$ cat src/rtl/tfc_pkg.sv
// Package: shared types and helpers for the translation fault resolution register.
// Assumes fields are documented in MSB-0 numbering on a DATA_W-bit word.
package tfc_pkg;

    // Resolution held pending; the encoding is also the req_kind port value
    typedef enum logic [1:0] {
        RES_NONE     = 2'b00,
        RES_REISSUE  = 2'b01,
        RES_ABORT    = 2'b10,
        RES_ADDR_ERR = 2'b11
    } res_kind_e;

    // Convert an MSB-0 bit number into an LSB-0 vector index
    function automatic int unsigned msb0_to_idx(input int unsigned width,
                                                input int unsigned msb0);
        return width - 1 - msb0;
    endfunction

endpackage

$ cat src/rtl/tfc_access_qual.sv
// Module: tfc_access_qual
// Decides whether a register access counts. Only privileged accesses with
// every byte lane enabled are accepted; anything else is ignored.
// Assumes be has one bit per byte of the data word.
module tfc_access_qual #(
    parameter int unsigned DATA_W = 64,
    localparam int unsigned BE_W  = DATA_W / 8
) (
    input  logic            wr_en,
    input  logic            rd_en,
    input  logic            priv,
    input  logic [BE_W-1:0] be,
    output logic            wr_ok,
    output logic            rd_ok
);

    logic full_word;

    // Purpose: detect a full-width access from the byte enables
    always_comb begin
        full_word = &be;
    end

    // Purpose: qualify the read and write strobes with privilege and width
    always_comb begin
        wr_ok = wr_en && priv && full_word;
        rd_ok = rd_en && priv && full_word;
    end

endmodule

$ cat src/rtl/tfc_cmd_decode.sv
// Module: tfc_cmd_decode
// Extracts the resolution and acknowledge fields from an accepted write and
// picks a single resolution by fixed priority (address error, abort, reissue).
// Assumes wr_ok is already qualified; drops resolutions unless a fault is
// pending and the tracker is idle.
module tfc_cmd_decode
    import tfc_pkg::*;
#(
    parameter int unsigned DATA_W     = 64,
    parameter int unsigned POS_ACK    = 28,
    parameter int unsigned POS_ABORT  = 29,
    parameter int unsigned POS_ADDERR = 30,
    parameter int unsigned POS_REISS  = 31
) (
    input  logic              wr_ok,
    input  logic [DATA_W-1:0] wdata,
    input  logic              fault_pend,
    input  logic              pend_busy,
    output res_kind_e         new_kind,
    output logic              ack_hit
);

    localparam int unsigned IDX_ACK    = msb0_to_idx(DATA_W, POS_ACK);
    localparam int unsigned IDX_ABORT  = msb0_to_idx(DATA_W, POS_ABORT);
    localparam int unsigned IDX_ADDERR = msb0_to_idx(DATA_W, POS_ADDERR);
    localparam int unsigned IDX_REISS  = msb0_to_idx(DATA_W, POS_REISS);

    logic f_abort, f_adderr, f_reiss, take;

    // Purpose: pull the resolution field bits out of the written word
    always_comb begin
        f_abort  = wdata[IDX_ABORT];
        f_adderr = wdata[IDX_ADDERR];
        f_reiss  = wdata[IDX_REISS];
        take     = wr_ok && fault_pend && !pend_busy;
    end

    // Purpose: fixed-priority choice of one resolution for this write
    always_comb begin
        new_kind = RES_NONE;
        if (take) begin
            if (f_adderr)     new_kind = RES_ADDR_ERR;
            else if (f_abort) new_kind = RES_ABORT;
            else if (f_reiss) new_kind = RES_REISSUE;
        end
    end

    // Purpose: acknowledge acts on any accepted write, fault or not
    always_comb begin
        ack_hit = wr_ok && wdata[IDX_ACK];
    end

endmodule

$ cat src/rtl/tfc_pend_track.sv
// Module: tfc_pend_track
// Holds the one pending resolution, offers it to the command-queue engine and
// self-clears on the engine's completion pulse, then pulses the status clear.
// Assumes eng_done is a one-cycle pulse answering an offered request.
module tfc_pend_track
    import tfc_pkg::*;
(
    input  logic      clk,
    input  logic      rst_n,
    input  res_kind_e new_kind,
    input  logic      queue_normal,
    input  logic      eng_done,
    output res_kind_e pend_kind,
    output logic      req_valid,
    output logic      clr_xlat_stat
);

    logic finish;

    // Purpose: offer the request; reissue waits for a normal queue
    always_comb begin
        req_valid = (pend_kind != RES_NONE) &&
                    ((pend_kind != RES_REISSUE) || queue_normal);
        finish    = req_valid && eng_done;
    end

    // Purpose: pending state and status-clear pulse register
    always_ff @(posedge clk) begin
        if (!rst_n) begin
            pend_kind     <= RES_NONE;
            clr_xlat_stat <= 1'b0;
        end else begin
            clr_xlat_stat <= finish;
            if (finish)
                pend_kind <= RES_NONE;
            else if (pend_kind == RES_NONE && new_kind != RES_NONE)
                pend_kind <= new_kind;
        end
    end

    AST_RESTART_GATED: assert property (@(posedge clk) disable iff (!rst_n)
        (req_valid && pend_kind == RES_REISSUE) |-> queue_normal);
    AST_CLR_FOLLOWS_DONE: assert property (@(posedge clk) disable iff (!rst_n)
        clr_xlat_stat |-> $past(eng_done && req_valid));
    AST_DONE_CLEARS: assert property (@(posedge clk) disable iff (!rst_n)
        (eng_done && req_valid) |=> (pend_kind == RES_NONE && clr_xlat_stat));
    AST_NO_CANCEL: assert property (@(posedge clk) disable iff (!rst_n)
        (pend_kind != RES_NONE && !(eng_done && req_valid)) |=> $stable(pend_kind));

endmodule

$ cat src/rtl/tfc_ack_pulse.sv
// Module: tfc_ack_pulse
// Turns an accepted acknowledge write into a one-cycle clear of every
// non-translation error flag in the companion status register.
// Assumes ack_hit is high for a single cycle per accepted write.
module tfc_ack_pulse #(
    parameter int unsigned FLAG_W = 3
) (
    input  logic              clk,
    input  logic              rst_n,
    input  logic              ack_hit,
    output logic [FLAG_W-1:0] clr_nonxlat
);

    // Purpose: register the clear so it lands one cycle after the write
    always_ff @(posedge clk) begin
        if (!rst_n) clr_nonxlat <= '0;
        else        clr_nonxlat <= {FLAG_W{ack_hit}};
    end

    AST_ACK_ALL_FLAGS: assert property (@(posedge clk) disable iff (!rst_n)
        (clr_nonxlat != '0) |-> (clr_nonxlat == {FLAG_W{1'b1}}));
    AST_ACK_FROM_WRITE: assert property (@(posedge clk) disable iff (!rst_n)
        (clr_nonxlat != '0) |-> $past(ack_hit));

endmodule

$ cat src/rtl/tfault_ctl_reg.sv
// Module: tfault_ctl_reg (top)
// Per-slice translation fault resolution control register. Qualifies the
// access, decodes one resolution, tracks it to completion and builds readback.
// Assumes a single full-width privileged access per operation.
module tfault_ctl_reg
    import tfc_pkg::*;
#(
    parameter int unsigned DATA_W     = 64,
    parameter int unsigned FLAG_W     = 3,
    parameter int unsigned POS_ACK    = 28,
    parameter int unsigned POS_ABORT  = 29,
    parameter int unsigned POS_ADDERR = 30,
    parameter int unsigned POS_REISS  = 31,
    localparam int unsigned BE_W      = DATA_W / 8
) (
    input  logic              clk,
    input  logic              rst_n,
    input  logic              wr_en,
    input  logic              rd_en,
    input  logic              priv,
    input  logic [BE_W-1:0]   be,
    input  logic [DATA_W-1:0] wdata,
    output logic [DATA_W-1:0] rdata,
    input  logic              fault_pend,
    input  logic              queue_normal,
    input  logic              eng_done,
    output logic              req_valid,
    output logic [1:0]        req_kind,
    output logic              clr_xlat_stat,
    output logic [FLAG_W-1:0] clr_nonxlat
);

    localparam int unsigned IDX_ABORT  = msb0_to_idx(DATA_W, POS_ABORT);
    localparam int unsigned IDX_ADDERR = msb0_to_idx(DATA_W, POS_ADDERR);
    localparam int unsigned IDX_REISS  = msb0_to_idx(DATA_W, POS_REISS);
    localparam int unsigned IDX_ACK    = msb0_to_idx(DATA_W, POS_ACK);

    logic      wr_ok, rd_ok, ack_hit;
    res_kind_e new_kind, pend_kind;
    logic      unused_wdata;
    logic [DATA_W-1:0] image;

    tfc_access_qual #(.DATA_W(DATA_W)) u_qual (
        .wr_en (wr_en),
        .rd_en (rd_en),
        .priv  (priv),
        .be    (be),
        .wr_ok (wr_ok),
        .rd_ok (rd_ok)
    );

    tfc_cmd_decode #(
        .DATA_W     (DATA_W),
        .POS_ACK    (POS_ACK),
        .POS_ABORT  (POS_ABORT),
        .POS_ADDERR (POS_ADDERR),
        .POS_REISS  (POS_REISS)
    ) u_dec (
        .wr_ok      (wr_ok),
        .wdata      (wdata),
        .fault_pend (fault_pend),
        .pend_busy  (pend_kind != RES_NONE),
        .new_kind   (new_kind),
        .ack_hit    (ack_hit)
    );

    tfc_pend_track u_pend (
        .clk           (clk),
        .rst_n         (rst_n),
        .new_kind      (new_kind),
        .queue_normal  (queue_normal),
        .eng_done      (eng_done),
        .pend_kind     (pend_kind),
        .req_valid     (req_valid),
        .clr_xlat_stat (clr_xlat_stat)
    );

    tfc_ack_pulse #(.FLAG_W(FLAG_W)) u_ack (
        .clk         (clk),
        .rst_n       (rst_n),
        .ack_hit     (ack_hit),
        .clr_nonxlat (clr_nonxlat)
    );

    // Purpose: reserved write bits have no destination
    always_comb begin
        unused_wdata = ^wdata;
    end

    // Purpose: drive the request kind seen by the engine
    always_comb begin
        req_kind = req_valid ? pend_kind : RES_NONE;
    end

    // Purpose: readback image with only the pending resolution bit set
    always_comb begin
        image = '0;
        unique case (pend_kind)
            RES_REISSUE:  image[IDX_REISS]  = 1'b1;
            RES_ABORT:    image[IDX_ABORT]  = 1'b1;
            RES_ADDR_ERR: image[IDX_ADDERR] = 1'b1;
            default:      image = '0;
        endcase
        rdata = rd_ok ? image : '0;
    end

    AST_ONE_READ_BIT: assert property (@(posedge clk) disable iff (!rst_n)
        $onehot0({rdata[IDX_REISS], rdata[IDX_ABORT], rdata[IDX_ADDERR]}));
    AST_ACK_READS_ZERO: assert property (@(posedge clk) disable iff (!rst_n)
        rdata[IDX_ACK] == 1'b0);
    AST_WRITE_NEEDS_FAULT: assert property (@(posedge clk) disable iff (!rst_n)
        (pend_kind == RES_NONE && !fault_pend) |=> pend_kind == RES_NONE);

endmodule

$ cat config.mk
export PLATFORM = sky130hd
export DESIGN_NAME = tfault_ctl_reg
export DESIGN_NICKNAME = d
export VERILOG_FILES = /design/src/rtl/tfc_pkg.sv /design/src/rtl/tfc_access_qual.sv /design/src/rtl/tfc_cmd_decode.sv /design/src/rtl/tfc_pend_track.sv /design/src/rtl/tfc_ack_pulse.sv /design/src/rtl/tfault_ctl_reg.sv
export SDC_FILE = /design/constraint.sdc
export NUM_CORES = 1
export LEC_CHECK = 0
export BUFFER_PORTS_ARGS = -buffer_cell sky130_fd_sc_hd__buf_2
export CAP_MARGIN = 10
export CORE_MARGIN = 3
export CORE_UTILIZATION = 26
export CTS_CLUSTER_SIZE = 28
export DETAILED_ROUTE_END_ITERATION = 16
export PLACE_DENSITY_LB_ADDON = 0.1
export REMOVE_ABC_BUFFERS = 1
export SYNTH_ARGS = -nofsm -noshare
export SYNTH_HDL_FRONTEND = slang
export SYNTH_SLANG_ARGS = --single-unit
$ cat constraint.sdc
create_clock -name clk -period 2.2 [get_ports clk]
set_input_delay 0.11 -clock clk [delete_from_list [all_inputs] [get_ports clk]]
set_output_delay 0.11 -clock clk [all_outputs]
set_load 0.01 [all_outputs]
==> results.sh <==
export IMPL_status="complete, no violations"
export IMPL_clockRootBuffer="clkbuf_4"
export IMPL_yosysWarnings=0
export IMPL_grt_pass1_vias=332
export IMPL_fillCellCount=300
export IMPL_die_x_um=58.5
export IMPL_ctsLongestPathBuffers=2
export IMPL_syn_mean_instance_area_um2=7.78
export IMPL_post_synth_top_count_cell="buf_4"
export IMPL_async_flop_share_pct=0
export IMPL_synth_simple_gate_area_share_pct=12.9
export IMPL_startpoint_type="register"
export IMPL_cellLeakagePower_nw=0.439
export IMPL_ys_ff_latch=4
export IMPL_synthAdderAreaFrac_pct=0
export IMPL_worstSetupPathType="register to primary output"
export IMPL_max_freq_ghz=0.857
export IMPL_die_area_um2=3420
export IMPL_critical_path_required_ns=2.09
export IMPL_antenna_found_initial=0
export IMPL_synth_compound_gate_area_share_pct=7.69
export IMPL_cts_repair_resize_count=0
export IMPL_grt_setup_unrepaired="false"
export IMPL_routabilityCongestion=0.653
export IMPL_route_final_wire_length_um=1240
export IMPL_drc_violations_left=0
export IMPL_arrival_ns=1.06
export IMPL_synth_top_family_by_area="buffers and inverters"
export IMPL_fraction_of_power_consumed_by_sequential_logic_pct=30.3
export IMPL_floorplan_core_area_um2=2540
export IMPL_placementRows=18
export IMPL_tns_ns=0
export IMPL_timing_clock_skew_ns=0.00129
export IMPL_tritoncts="yes"
export IMPL_fin_nets=202
export IMPL_use_met1_pct=5.00
export IMPL_timing_hold_worst_class="input port to register"
export IMPL_layout_core_utilization_pct=26.3
export IMPL_area_delta_synth_final_pct=-6.47
export IMPL_hpwl_um=1110
export IMPL_setup_violations=0
export IMPL_combinationalPowerShare_pct=30.3
export IMPL_synth_commonest_cells="buf_4 (63), dfxtp_1 (4)"
export IMPL_synthDominantAreaCellType="buf_4"
export IMPL_clk_pin_slew_ns=0.04
export IMPL_vias_per_cell=3.33
export IMPL_design_portCount=151
export IMPL_cts_htree_levels=1
export IMPL_power_density_nw_per_um2=360
export IMPL_top_usage_layer="met2"
export IMPL_worstSkewPairLatency_ns=0.24
export IMPL_grt_first_pass_wirelength_um=1370
export IMPL_drt_first_iter_violations=2
export IMPL_yosys_most_used_dff="dfxtp_1"
export IMPL_post_synth_mux_area_share_pct=0
export IMPL_finalWorstPathRequiredPeriod_ns=1.17
export IMPL_largest_cells_by_area_after_synthesis="buf_4 (66%), dfxtp_1 (11%), and4b_1 (2.8%)"
export IMPL_cts_setup_buffers=0
export IMPL_grt_overflow=0
export IMPL_cts_num_sinks=4
export IMPL_synth_cell_area_um2=716
export IMPL_cts_buffers_inserted=3
export IMPL_dr_total_vias=500
export IMPL_global_route_usage_met3_pct=2.19
export IMPL_gate_count_after_technology_mapping=92
export IMPL_share_of_post_route_cells_with_drive_strength_above_1_pct=28.3
export IMPL_drt_wirelength_per_cell_um=8.25
export IMPL_internal_power_mw=0.149
export IMPL_finalHoldViolCount=0
export IMPL_crit_path_max_fanout=7
export IMPL_die_height_um=58.5
export IMPL_antenna_violating_nets_post_route=0
export IMPL_detail_route_first_pass_iterations=4
export IMPL_port_buffers=29
export IMPL_synthDominantCellAreaShare_pct=66.1
export IMPL_synth_xor_area_share_pct=0
export IMPL_cts_hold_repair_buffers=0
export IMPL_worst_setup_path_end_kind="primary output"
export IMPL_vdd_ir_drop_worst_mv=0.190
export IMPL_pwr_share_clk_pct=39.4
export IMPL_yosys_cell_types_count=21
export IMPL_diodes=0
export IMPL_grtUsageTotal_pct=5.66
export IMPL_post_route_period_util_pct=53.0
export IMPL_starting_density_pct=28.1
export IMPL_power_switching_mw=0.0923
export IMPL_drv_max_cap_violation_count=0
export IMPL_sw_frac_of_total_pct=38.3
export IMPL_global_route_usage_met2_pct=9.41
export IMPL_grt_start_max_net_pins=9
export IMPL_slew_violations=0
export IMPL_synth_edff_count=0
export IMPL_synth_sequential_area_ratio_pct=11.2
[power by group through the flow]
| stage | logic [mW] | clock network, mW | registers, mW |
|---|---|---|---|
| after global routing | 0.0811 | 0.103 | 0.0728 |
| final | 0.0730 | 0.0949 | 0.0729 |
| after detailed placement | 0.0699 | 0 | 0.0741 |
| after CTS | 0.0699 | 0.100 | 0.0729 |
| after global placement | 0.0697 | 0 | 0.0741 |
| after floorplan | 0.0504 | 0 | 0.0741 |
[path summary, 6_finish.rpt]
| kind | slack, ns | cells after the start | end | startpoint |
|---|---|---|---|---|
| hold / removal | 0.12 | 2 | u_pend.clr_xlat_stat$_SDFF_PN0_ | eng_done |
| hold reg to reg | 0.57 | 2 | u_pend.pend_kind[1]$_SDFFE_PP0P_ | u_pend.pend_kind[1]$_SDFFE_PP0P_ |
| setup reg to reg | 1.17 | 3 | u_pend.pend_kind[0]$_SDFFE_PP0P_ | u_pend.pend_kind[0]$_SDFFE_PP0P_ |
| setup / recovery | 1.03 | 3 | req_valid | u_pend.pend_kind[0]$_SDFFE_PP0P_ |
[cells by family (layout without fill, tap and decap cells)]
| kind of cell | count (synthesis) | count (layout) |
|---|---|---|
| flops | 4 | 4 |
| other cells | 1 | 61 |
| simple gates | 13 | 13 |
| compound gates | 8 | 8 |
| buf+inv | 66 | 34 |
[state kept, by name (all words and copies together) (netlist names)]
signal	cells
u_ack.clr_nonxlat	1
u_pend.pend_kind	2
u_pend.clr_xlat_stat	1
[placed cells by master (no fill, tap or decap), types with 2 or more instances in the layout]
cell / n
conb_1: 61
inv_1: 2
buf_2: 29
dfxtp_1: 4
and4_1: 2
and4b_1: 2
o31ai_1: 2
clkbuf_4: 3
o21bai_1: 2
nand3_1: 2
[layout make-up]
cell class / instances / area [um2] / area share, %
clock buffers: 3 / 22.5 / 3.36
inverters: 2 / 7.51 / 1.12
multi-input cells: 82 / 377 / 56.3
flip-flops and latches: 4 / 80.1 / 12.0
well taps: 30 / 37.5 / 5.61
repair buffers: 29 / 145 / 21.7
[through the flow]
step	instance area, um2	hold slack [ns]	std cells	power, mW	worst slack, ns
final	669	0.120	150	0.241	1.03
after global routing	669	0.123	150	0.257	0.928
after CTS	669	0.121	150	0.243	1.02
after detailed placement	647	0.371	147	0.144	1.06
after global placement	647	0.359	147	0.144	1.02
after floorplan	464	0.254	88	0.124	1.19
[metal layers]
layer / part of all wire, % / up-vias / wire length (um)
met3: 22 / 4 / 270
li1: - / 232 / -
met2: 51 / 54 / 630
met1: 26 / 210 / 316
met4: 1.6 / 0 / 20
met5: 0 / - / 0
[critical path, stage by stage, from the launching register on]
cell and delay (ns):
dfxtp_1 0.36, a21oi_1 0.24, inv_1 0.08, buf_2 0.14
(Power assumes the default switching activity.)
